## config.mk

```make
export PLATFORM = sky130hd
export DESIGN_NAME = spi_cfg_port
export DESIGN_NICKNAME = d
export VERILOG_FILES = /design/src/rtl/spi_cfg_pkg.sv /design/src/rtl/spi_pin_sync.sv /design/src/rtl/spi_frame_rx.sv /design/src/rtl/spi_reg_bank.sv /design/src/rtl/spi_cfg_port.sv
export SDC_FILE = /design/constraint.sdc
export NUM_CORES = 1
export LEC_CHECK = 0
export BUFFER_PORTS_ARGS = -buffer_cell sky130_fd_sc_hd__buf_2
export CORE_UTILIZATION = 35
export CTS_CLUSTER_SIZE = 10
export DETAILED_ROUTE_END_ITERATION = 16
export RECOVER_POWER = 50
export SYNTH_ARGS = -nofsm -noshare
export SYNTH_HDL_FRONTEND = slang
export SYNTH_SLANG_ARGS = --single-unit
```

## constraint.sdc

```tcl
create_clock -name clk -period 5.05 [get_ports clk]
set_input_delay 0.505 -clock clk [delete_from_list [all_inputs] [get_ports clk]]
set_output_delay 0.505 -clock clk [all_outputs]
set_load 0.05 [all_outputs]
```

## src/rtl/spi_cfg_pkg.sv

```systemverilog
package spi_cfg_pkg;
  localparam int          REG_W      = 8;
  localparam int          NUM_REGS   = 17;
  localparam int          FRAME_BITS = 24;
  localparam int          CNT_W      = 5;
  localparam logic [6:0]  CHIP_ID    = 7'h04;
  localparam int          RSVD_ADDR  = 14;
  localparam int          VOL_FIRST  = 6;
  localparam int          VOL_LAST   = 13;
  localparam logic [REG_W-1:0] VOL_FULL = 8'hFF;
  localparam int          CLKEN_REG  = 0;
  localparam int          CLKEN_BIT  = 7;

  // Legal register address: inside the bank and not the reserved slot.
  function automatic logic addr_ok(input logic [7:0] a, input int n);
    return (int'(a) < n) && (int'(a) != RSVD_ADDR);
  endfunction

  // Value a register takes while reset is held.
  function automatic logic [REG_W-1:0] reset_value(input int idx, input logic standalone);
    logic [REG_W-1:0] v;
    v = (idx >= VOL_FIRST && idx <= VOL_LAST) ? VOL_FULL : '0;
    if (standalone && idx == CLKEN_REG) v[CLKEN_BIT] = 1'b1;
    return v;
  endfunction
endpackage

```

## src/rtl/spi_pin_sync.sv

```systemverilog
module spi_pin_sync #(
  parameter int W      = 4,
  parameter int STAGES = 2
) (
  input  logic         clk,
  input  logic [W-1:0] d,
  output logic [W-1:0] q
);
  logic [W-1:0] stg [STAGES];

  always_ff @(posedge clk) begin
    stg[0] <= d;
    for (int i = 1; i < STAGES; i++) stg[i] <= stg[i-1];
  end

  assign q = stg[STAGES-1];
endmodule

```

## src/rtl/spi_frame_rx.sv

```systemverilog
module spi_frame_rx
  import spi_cfg_pkg::*;
#(
  parameter int NREGS = NUM_REGS
) (
  input  logic             clk,
  input  logic             rst_n,
  input  logic             sclk_s,
  input  logic             latch_n_s,
  input  logic             mosi_s,
  input  logic             enable,
  input  logic [REG_W-1:0] rd_data,
  output logic [7:0]       rd_addr,
  output logic             wr_en,
  output logic [7:0]       wr_addr,
  output logic [REG_W-1:0] wr_data,
  output logic             miso,
  output logic             miso_oe
);
  localparam logic [CNT_W-1:0] CNT_MAX  = '1;
  localparam logic [CNT_W-1:0] CNT_FULL = CNT_W'(FRAME_BITS);
  localparam logic [CNT_W-1:0] CNT_HDR  = CNT_W'(FRAME_BITS - REG_W);

  logic                  sclk_q, latch_q;
  logic                  sclk_rise, sclk_fall, latch_rise, active;
  logic [CNT_W-1:0]      bit_cnt;
  logic [FRAME_BITS-1:0] shreg;
  logic [REG_W-1:0]      tx_q;
  logic                  oe_q;
  logic                  rd_start;

  assign sclk_rise  = sclk_s & ~sclk_q;
  assign sclk_fall  = ~sclk_s & sclk_q;
  assign latch_rise = latch_n_s & ~latch_q;
  assign active     = ~latch_n_s;

  always_ff @(posedge clk) begin
    if (!rst_n) begin
      sclk_q  <= 1'b0;
      latch_q <= 1'b1;
    end else begin
      sclk_q  <= sclk_s;
      latch_q <= latch_n_s;
    end
  end

  // Bit counter and shift register run only inside a frame.
  always_ff @(posedge clk) begin
    if (!rst_n) begin
      bit_cnt <= '0;
      shreg   <= '0;
    end else if (!active) begin
      bit_cnt <= '0;
    end else if (sclk_rise) begin
      shreg <= {shreg[FRAME_BITS-2:0], mosi_s};
      if (bit_cnt != CNT_MAX) bit_cnt <= bit_cnt + 1'b1;
    end
  end

  // Header of a read is complete once 16 bits are in.
  assign rd_addr  = shreg[7:0];
  assign rd_start = active && sclk_fall && (bit_cnt == CNT_HDR) && enable &&
                    (shreg[15:9] == CHIP_ID) && shreg[8];

  always_ff @(posedge clk) begin
    if (!rst_n) begin
      oe_q <= 1'b0;
      tx_q <= '0;
    end else if (rd_start) begin
      oe_q <= 1'b1;
      tx_q <= addr_ok(rd_addr, NREGS) ? rd_data : '0;
    end else if (oe_q && (!active || (sclk_fall && bit_cnt >= CNT_FULL))) begin
      oe_q <= 1'b0;
      tx_q <= '0;
    end else if (oe_q && sclk_fall) begin
      tx_q <= {tx_q[REG_W-2:0], 1'b0};
    end
  end

  assign miso    = tx_q[REG_W-1];
  assign miso_oe = oe_q;

  // Write commits on the latch rising edge of a complete frame.
  assign wr_addr = shreg[15:8];
  assign wr_data = shreg[7:0];
  assign wr_en   = latch_rise && (bit_cnt == CNT_FULL) && enable &&
                   (shreg[23:17] == CHIP_ID) && !shreg[16] &&
                   addr_ok(wr_addr, NREGS);
endmodule

```

## src/rtl/spi_reg_bank.sv

```systemverilog
module spi_reg_bank
  import spi_cfg_pkg::*;
#(
  parameter int NREGS = NUM_REGS
) (
  input  logic                   clk,
  input  logic                   rst_n,
  input  logic                   strap_low,
  input  logic                   wr_en,
  input  logic [7:0]             wr_addr,
  input  logic [REG_W-1:0]       wr_data,
  input  logic [7:0]             rd_addr,
  output logic [REG_W-1:0]       rd_data,
  output logic                   standalone,
  output logic [NREGS*REG_W-1:0] regs_flat
);
  logic [REG_W-1:0] regs_q [NREGS];
  logic             standalone_q;

  always_ff @(posedge clk) begin
    if (!rst_n) standalone_q <= strap_low;
  end
  assign standalone = standalone_q;

  for (genvar g = 0; g < NREGS; g++) begin : g_reg
    always_ff @(posedge clk) begin
      if (!rst_n)
        regs_q[g] <= reset_value(g, strap_low);
      else if (wr_en && wr_addr == 8'(g))
        regs_q[g] <= wr_data;
    end
    assign regs_flat[g*REG_W +: REG_W] = regs_q[g];
  end

  always_comb begin
    rd_data = '0;
    for (int i = 0; i < NREGS; i++)
      if (rd_addr == 8'(i)) rd_data = regs_q[i];
  end
endmodule

```

## src/rtl/spi_cfg_port.sv

```systemverilog
module spi_cfg_port
  import spi_cfg_pkg::*;
#(
  parameter int NREGS       = NUM_REGS,
  parameter int SYNC_STAGES = 2
) (
  input  logic                   clk,
  input  logic                   rst_n,
  input  logic                   sclk_i,
  input  logic                   latch_n_i,
  input  logic                   mosi_i,
  input  logic                   cout_pad_i,
  output logic                   miso_o,
  output logic                   miso_oe_o,
  output logic                   standalone_o,
  output logic [NREGS*REG_W-1:0] regs_o
);
  logic [3:0]       pins_s;
  logic             wr_en;
  logic [7:0]       wr_addr, rd_addr;
  logic [REG_W-1:0] wr_data, rd_data;
  logic             standalone;

  spi_pin_sync #(.W(4), .STAGES(SYNC_STAGES)) u_sync (
    .clk (clk),
    .d   ({cout_pad_i, mosi_i, latch_n_i, sclk_i}),
    .q   (pins_s)
  );

  spi_frame_rx #(.NREGS(NREGS)) u_rx (
    .clk       (clk),
    .rst_n     (rst_n),
    .sclk_s    (pins_s[0]),
    .latch_n_s (pins_s[1]),
    .mosi_s    (pins_s[2]),
    .enable    (!standalone),
    .rd_data   (rd_data),
    .rd_addr   (rd_addr),
    .wr_en     (wr_en),
    .wr_addr   (wr_addr),
    .wr_data   (wr_data),
    .miso      (miso_o),
    .miso_oe   (miso_oe_o)
  );

  spi_reg_bank #(.NREGS(NREGS)) u_bank (
    .clk        (clk),
    .rst_n      (rst_n),
    .strap_low  (pins_s == 4'b0000),
    .wr_en      (wr_en),
    .wr_addr    (wr_addr),
    .wr_data    (wr_data),
    .rd_addr    (rd_addr),
    .rd_data    (rd_data),
    .standalone (standalone),
    .regs_flat  (regs_o)
  );

  assign standalone_o = standalone;
endmodule

```

==> Implementation_results.wiki, run 1 <==
{| class="wikitable"
! Metric !! Value
|-
| Reg-to-reg endpoint || u_bank.regs_q[2][7]
|-
| Post-synthesis average cell area || 11.1 um^2
|-
| Maximum fanout along the worst path || 29
|-
| Leading post-synthesis cells by instance count || 137 x edfxtp_1, 96 x nand2_1, 48 x dfxtp_1
|-
| Cell at the root of the clock tree || clkbuf_16
|-
| Pin slew with the least headroom to its limit || 1.66 ns
|-
| Synth warnings || 0
|-
| Top cell family by delay on the critical path || buffers and inverters
|-
| First DRT Iteration DRCs || 880
|-
| Cell with the most instances after synthesis || edfxtp_1
|-
| Cell depth of the worst min-delay path || 1
|-
| Maximum buffer depth of the clock tree || 2
|-
| Outcome || finished, violations left
|-
| Yosys cell types || 74
|-
| Final count of hold timing violations || 0
|-
| Total track usage || 22.7%
|-
| Antenna violations before repair || 0
|-
| Type of element launching the critical path || input port
|-
| Worst rel slew slack || -10.9%
|-
| TNS Setup || 0 ns
|-
| Instance count of the mapped netlist || 792
|-
| Endpoint type of the worst setup path || flip-flop
|-
| DRC violations left || 0
|-
| Starting density of the core || 35.9%
|-
| Insertion delay to the later sink of the worst-skew pair || 0.44 ns
|-
| Clock tree skew after final layout || 0.0119 ns
|-
| Critical Path AT || 3.54 ns
|-
| Share of power burned in the clock network || 41.5%
|-
| Number of enable flip-flop cells after synthesis || 137
|-
| Placed wire-length estimate after detailed placement || 20.5 mm
|-
| Leading register cell type out of synthesis || edfxtp_1
|-
| Share of total power in sequential cells || 52.1%
|-
| Portion of synthesized cell area occupied by the leading cell type || 46.9%
|-
| Violated checks || capacitance limit, slew limit
|-
| Global placement routability congestion || 0.899
|-
| Number of H-tree levels || 4
|-
| Beginning of the worst register-to-register path || u_rx.bit_cnt[0]
|-
| Pin count of the biggest net entering global routing || 40
|-
| Total wire length after detailed routing || 29.4 mm
|-
| Instance count after placement with tap cells included || 1,214
|-
| Final count of pins violating max slew || 56
|-
| Vert. Die Dim || 160 um
|-
| Unrepaired setup endpoints after global routing || no
|-
| Fraction of final layout cells with drive strength greater than 1 || 9.13%
|-
| Post-cts resize count || 0
|-
| FP Rows || 57
|-
| Portion of the post-synthesis area used by sequential elements || 57.9%
|-
| TritonCTS buffer count || 17
|-
| Number of cells on the worst reg-to-reg path || 6
|-
| Max_cap viols || 2
|-
| Total congestion overflow || 0
|-
| Period utilization || 67.1%
|-
| Worst setup path category || in -> reg
|-
| Ports || 145
|-
| Proportion of power drawn by combinational gates || 6.3%
|-
| Total standard cell area after synthesis || 8770 um^2
|-
| Internal power consumption || 2.42 mW
|-
| Leading area contributor after synthesis || edfxtp_1
|-
| Inserted Diodes || 0
|-
| Total of buffers placed on input and output ports || 144
|-
| Final #Nets || 918
|-
| CP Data Required Time || 5.20 ns
|-
| Worst vdd ir || 189 uV
|-
| Std-Cell Core Area || 24,500 um^2
|-
| Beginning of the worst hold path || latch_n_i
|-
| Flip-flop and latch count after synthesis || 185
|-
| Worst Hold Path EP || u_sync.stg[0][1]
|-
| Number of buffers inserted by post-CTS setup repair || 0
|-
| Sw Pwr || 0.811 mW
|-
| Synthesis-to-finish area growth || 15.5%
|-
| Number of endpoints failing setup at the final stage || 0
|-
| Power density relative to cell area || 319 nW/um^2
|-
| # clock sinks || 185
|-
| Share of synthesized flip-flops with an asynchronous set or reset || 0%
|-
| Leading cell types by total area after synthesis || edfxtp_1 47%, dfxtp_1 11%, nand2_1 4.1%
|-
| Leakage power of the design || 3.04 nW
|-
| Clock-pin slew of the registers on the worst-case setup and hold paths || 0.07 ns
|-
| Critical path's largest stage delay || 1.17 ns
|-
| WL per Instance || 23.6 um
|-
| Buffering stage count on the worst path with inverters included || 2
|-
| Total vias in the final route || 7,078
|-
| Peak clock frequency supported by timing || 295 MHz
|-
| Number of hold buffers added after CTS || 0
|-
| Die outline area || 25,700 um^2
|-
| Critical-path top delay cell || clkbuf_1
|-
| Min Clock Period, post-route || 3.39 ns
|-
| Worst min-delay path class || in -> reg
|-
| Die Wd || 160 um
|-
| Count of antenna-violating nets left after detailed routing || 0
|-
| Vias in the first global route || 6,601
|-
| CTS tree || yes
|-
| Global-route wire length before repair || 43.1 mm
|-
| Number of search-and-repair iterations in the first detailed-routing pass || 5
|-
| Cells along the critical path || clkbuf_1 > inv_1 > or2_0 > nor2_1 > nand2_1
|-
| Register-to-register setup slack || 1.70 ns
|-
| Sw Ratio || 25.1%
|-
| Final cell utilization of the core || 41.4%
|-
| Vias per Instance || 5.69
|-
| Path length in cells of the critical path || 5
|-
| Final cell count without fillers || 1,244
|}
## sequential cells by signal, summed over array words and instances, names as in the netlist
signal	flops
u_rx.bit_cnt	5
u_bank.standalone	1
u_rx.tx_q	8
u_sync.stg	8
u_rx.latch_q	1
u_rx.shreg	24
u_bank.regs_q	136
u_rx.sclk_q	1
u_rx.miso_oe	1
## per-stage QoR
step	setup WS (ns)	hold slack, ns	power (mW)	area (um^2)
after detailed placement	1.73	0.316	1.93	9740
after global routing	1.40	0.144	3.31	10100
after CTS	1.71	0.156	3.25	10300
final	1.66	0.165	3.23	10100
after global placement	1.87	0.313	1.93	9740
after floorplan	2.38	0.310	1.86	8800
## logic make-up (layout without fill, tap and decap cells)
group | after synthesis | in the layout | share of synthesized area (%)
AO/OA/AOI/OAI | 133 | 133 | 10.3
XOR/XNOR | 3 | 3 | 0.300
adder cells (fa/ha/maj) | 3 | 3 | 0.428
buffers and inverters | 85 | 206 | 4.24
flip-flops | 185 | 185 | 57.9
multiplexers | 44 | 44 | 6.48
other | 1 | 8 | 0.0427
AND/OR/NAND/NOR | 338 | 338 | 20.4
## worst reg2reg max path: stages (launching register included)
cell and delay (ns):
dfxtp_1 0.34, inv_1 0.07, ha_1 0.13, and4bb_1 0.26, and4_1 0.33, nand3_1 0.66, o21ai_0 1.18
## per-layer routing
metal  vias to the layer above  track usage (%)  part of all wire, %
met5                         -                0                    0
met4                         0             5.97                  1.1
met3                        26             5.58                  9.4
met1                      3472             32.3                   43
li1                       3153                -                    -
met2                       427             34.4                   46
## layout by cell type (no fill, tap or decap), types with 6 or more instances in the layout
| cell | count |
|---|---|
| clkbuf_1 | 141 |
| edfxtp_1 | 137 |
| nand2_1 | 96 |
| nor3_1 | 47 |
| dfxtp_1 | 46 |
| nor2_1 | 43 |
| or3_1 | 40 |
| a21oi_1 | 38 |
| and2_1 | 33 |
| o21ai_0 | 27 |
| mux2i_1 | 23 |
| clkbuf_16 | 17 |
| inv_1 | 15 |
| buf_4 | 15 |
| mux2_2 | 12 |
| nand2b_1 | 12 |
| nand4_1 | 10 |
| mux4_2 | 9 |
| nor2b_1 | 9 |
| nor4_1 | 8 |
| conb_1 | 8 |
| o22ai_1 | 7 |
| nand3_1 | 6 |
| a2111oi_0 | 6 |
| a211oi_1 | 6 |
## power by group through the flow
stage          Sequential [mW]  Clock (mW)  Combinational (mW)
2_1_floorplan             1.79           0              0.0777
3_3_place_gp              1.72           0               0.209
3_5_place_dp              1.72           0               0.210
4_1_cts                   1.69        1.35               0.211
5_1_grt                   1.69        1.41               0.213
6_report                  1.69        1.34               0.204
## how the worst max path moves through the flow
| stage | start | end | slack (ns) |
|---|---|---|---|
| finish | rst_n | u_bank.regs_q[8][0] | 1.66 |
| global route | u_rx.bit_cnt[0] | u_bank.regs_q[2][7] | 1.40 |
| CTS | u_rx.bit_cnt[0] | u_bank.regs_q[2][4] | 1.71 |
| detailed placement | u_rx.bit_cnt[0] | u_bank.regs_q[2][5] | 1.73 |
| global placement | u_rx.bit_cnt[0] | u_bank.regs_q[2][4] | 1.87 |
| floorplan | u_bank.standalone | u_bank.regs_q[4][0] | 2.38 |
## area by class of cell
cell class | instances | area, um^2
Clock buffer | 17 | 425
Clock inverter | 13 | 145
Fill cell | 2401 | 14300
Inverter | 16 | 60.1
Multi-Input combinational cell | 529 | 3350
Sequential cell | 185 | 5080
Tap cell | 324 | 405
Timing Repair Buffer | 160 | 662
Power figures use the tool's default switching activity.
==> run 2: changes to the inputs <==
==> constraint.sdc (replaced) <==
create_clock -name clk -period 3.1 [get_ports clk]
set_input_delay 0.31 -clock clk [delete_from_list [all_inputs] [get_ports clk]]
set_output_delay 0.31 -clock clk [all_outputs]
set_load 0.05 [all_outputs]
==> run 2 against run 1 <==
Against the previous run: the flow still finishes with violations (capacitance limit, slew limit); die area unchanged; critical endpoint is now u_bank.regs_q[16][4]; combinational power increased by 80%; clock power increased by 48%; cell area increased by 2.2%; sequential share of layout area decreased by 1.1 points; via count increased by 2.7%; critical path type is now reg -> reg; worst setup slack got worse by 1.3 ns; highest routed layer unchanged; clock skew about the same; critical path depth decreased by 1; sequential power increased by 62%; sequential cell count unchanged.
==> Implementation_results.wiki, run 2 (synthesized netlist as in run 1, its figures left out) <==
{| class="wikitable"
! Metric !! Value
|-
| CP Data Required Time || 3.29 ns
|-
| Max_cap viols || 1
|-
| Multi-input gate area || 3350 um^2
|-
| Period utilization || 89.2%
|-
| Count of antenna-violating nets left after detailed routing || 0
|-
| Buffering stage count on the worst path with inverters included || 0
|-
| Number of H-tree levels || 4
|-
| Largest registers ranked by flip-flop count || u_bank.regs_q x136, u_rx.shreg x24
|-
| FP Rows || 57
|-
| Top cell family by delay on the critical path || simple AND/OR/NAND/NOR gates
|-
| Leakage power of the design || 3.20 nW
|-
| Beginning of the worst hold path || rst_n
|-
| Number of buffers inserted by post-CTS setup repair || 0
|-
| # clock sinks || 185
|-
| Clock tree skew after final layout || 0.0122 ns
|-
| Die Wd || 160 um
|-
| Largest register FFs || 136
|-
| Total wire length after detailed routing || 29.7 mm
|-
| Final count of hold timing violations || 0
|-
| Maximum buffer depth of the clock tree || 2
|-
| Register-to-register setup slack || 0.33 ns
|-
| TNS Setup || 0 ns
|-
| Pin slew with the least headroom to its limit || 1.56 ns
|-
| Cells along the critical path || or2_0 > or2_1 > nor2_1 > and2_1
|-
| Number of cells on the worst reg-to-reg path || 4
|-
| Placement-stage worst setup slack || 0.553 ns
|-
| Antenna violations before repair || 0
|-
| Critical path's largest stage delay || 0.96 ns
|-
| Beginning of the worst register-to-register path || u_rx.shreg[9]
|-
| Outcome || finished, violations left
|-
| Total track usage || 23.1%
|-
| Insertion delay to the later sink of the worst-skew pair || 0.44 ns
|-
| Starting density of the core || 35.9%
|-
| Total power after layout || 5.09 mW
|-
| Inserted Diodes || 0
|-
| Placed wire-length estimate after detailed placement || 21.2 mm
|-
| Endpoint type of the worst setup path || flip-flop
|-
| Vias in the first global route || 6,844
|-
| Min Clock Period, post-route || 2.77 ns
|-
| Die outline area || 25,700 um^2
|-
| Critical Path AT || 2.96 ns
|-
| Worst setup path category || reg -> reg
|-
| Most common cell after layout, fill and taps aside || clkbuf_1
|-
| Unrepaired setup endpoints after global routing || no
|-
| Register Area || 5080 um^2
|-
| Total of buffers placed on input and output ports || 144
|-
| Total congestion overflow || 0
|-
| Synthesis-to-finish area growth || 18.1%
|-
| First DRT Iteration DRCs || 710
|-
| Top library cells by usage in the layout, fill and taps aside || 145 x clkbuf_1, 137 x edfxtp_1, 96 x nand2_1, 47 x nor3_1, 47 x buf_4
|-
| Worst rel slew slack || -4.23%
|-
| Violated checks || capacitance limit, slew limit
|-
| Vert. Die Dim || 160 um
|-
| Start point of the critical path || u_rx.shreg[9]
|-
| Path length in cells of the critical path || 4
|-
| FILL cells || 2,425
|-
| Number of search-and-repair iterations in the first detailed-routing pass || 5
|-
| Cell at the root of the clock tree || clkbuf_16
|-
| Final Cell Area || 10,400 um^2
|-
| Std-Cell Core Area || 24,500 um^2
|-
| Worst min-delay path class || in -> reg
|-
| Worst setup path endpoint || u_bank.regs_q[16][4]
|-
| Peak clock frequency supported by timing || 361 MHz
|-
| Final #Nets || 958
|-
| Total vias in the final route || 7,268
|-
| WL per Instance || 23.1 um
|-
| Minimum hold slack || 0.203 ns
|-
| Power density relative to cell area || 491 nW/um^2
|-
| Vias per Instance || 5.66
|-
| Critical-path top delay cell || or2_1
|-
| Type of element launching the critical path || flip-flop
|-
| Worst vdd ir || 330 uV
|-
| Global-route wire length before repair || 43.9 mm
|-
| Fraction of final layout cells with drive strength greater than 1 || 11.4%
|-
| TritonCTS buffer count || 17
|-
| Ports || 145
|-
| Clock-pin slew of the registers on the worst-case setup and hold paths || 0.06 ns
|-
| Pin count of the biggest net entering global routing || 29
|-
| DRC violations left || 0
|-
| Maximum fanout along the worst path || 25
|-
| Global placement routability congestion || 0.923
|-
| Largest reg by FF count || u_bank.regs_q
|-
| Placed Instance Area || 10,000 um^2
|-
| Final count of pins violating max slew || 29
|-
| Setup WS post-layout || 0.334 ns
|-
| CTS tree || yes
|-
| Reg-to-reg endpoint || u_bank.regs_q[16][4]
|-
| Number of endpoints failing setup at the final stage || 0
|}
-- run 2: changes by cell type in the layout (fill, tap and decap cells not counted), moves of 2 or more --
cell | before | now
clkbuf_1 | 141 | 145
buf_4 | 15 | 47
and2_0 | 2 | 0
bufinv_16 | 2 | 0
clkinv_1 | 1 | 5
and2_1 | 33 | 35
inv_6 | 5 | 3
dlygate4sd3_1 | 0 | 4
-- run 2: stage by stage --
stage               cells  utilization (%)
floorplan             799                -
global placement     1250             40.9
detailed placement   1250             40.9
CTS                  1285             43.2
global route         1285             42.3
finish               1285             42.3
-- run 2: layout make-up --
type                    count  share of cell area, %
clock inverters            13                  0.773
multi-input cells         529                   32.3
repair buffers            200                   9.25
flip-flops and latches    185                   49.0
well taps                 324                   3.91
clock buffers              18                   4.14
inverters                  16                  0.580
-- run 2: power by group --
group,switching (mW),internal (mW)
combinational,0.283,0.0849
sequential,0.0482,2.70
clock,0.967,1.01
total,1.30,3.79
-- run 2: per-layer routing --
metal  track usage, %  vias to the layer above  share of wire [%]
li1                 -                     3244                  -
met1             32.5                     3610                 43
met2             35.9                      377                 47
met3             4.57                       37                8.1
met4             7.23                        0                1.9
met5                0                        -                  0
-- run 2: how the worst min path moves through the flow --
stage | to | cells past startpoint
2_1_floorplan | u_sync.stg[0][4] | 0
3_5_place_dp | u_sync.stg[0][6] | 0
3_3_place_gp | u_sync.stg[0][7] | 0
5_1_grt | u_rx.shreg[0] | 3
4_1_cts | u_rx.shreg[0] | 3
6_report | u_rx.shreg[0] | 3
-- run 2: tightest hold or removal path, cell delays in order --
cell and delay (ns):
clkbuf_1 0.10, inv_1 0.13, a21oi_1 0.05
-- run 2: repair_timing --
item,in CTS,in global routing
resized for setup,0,0
hold endpoints to repair,4,0
hold buffers,4,0
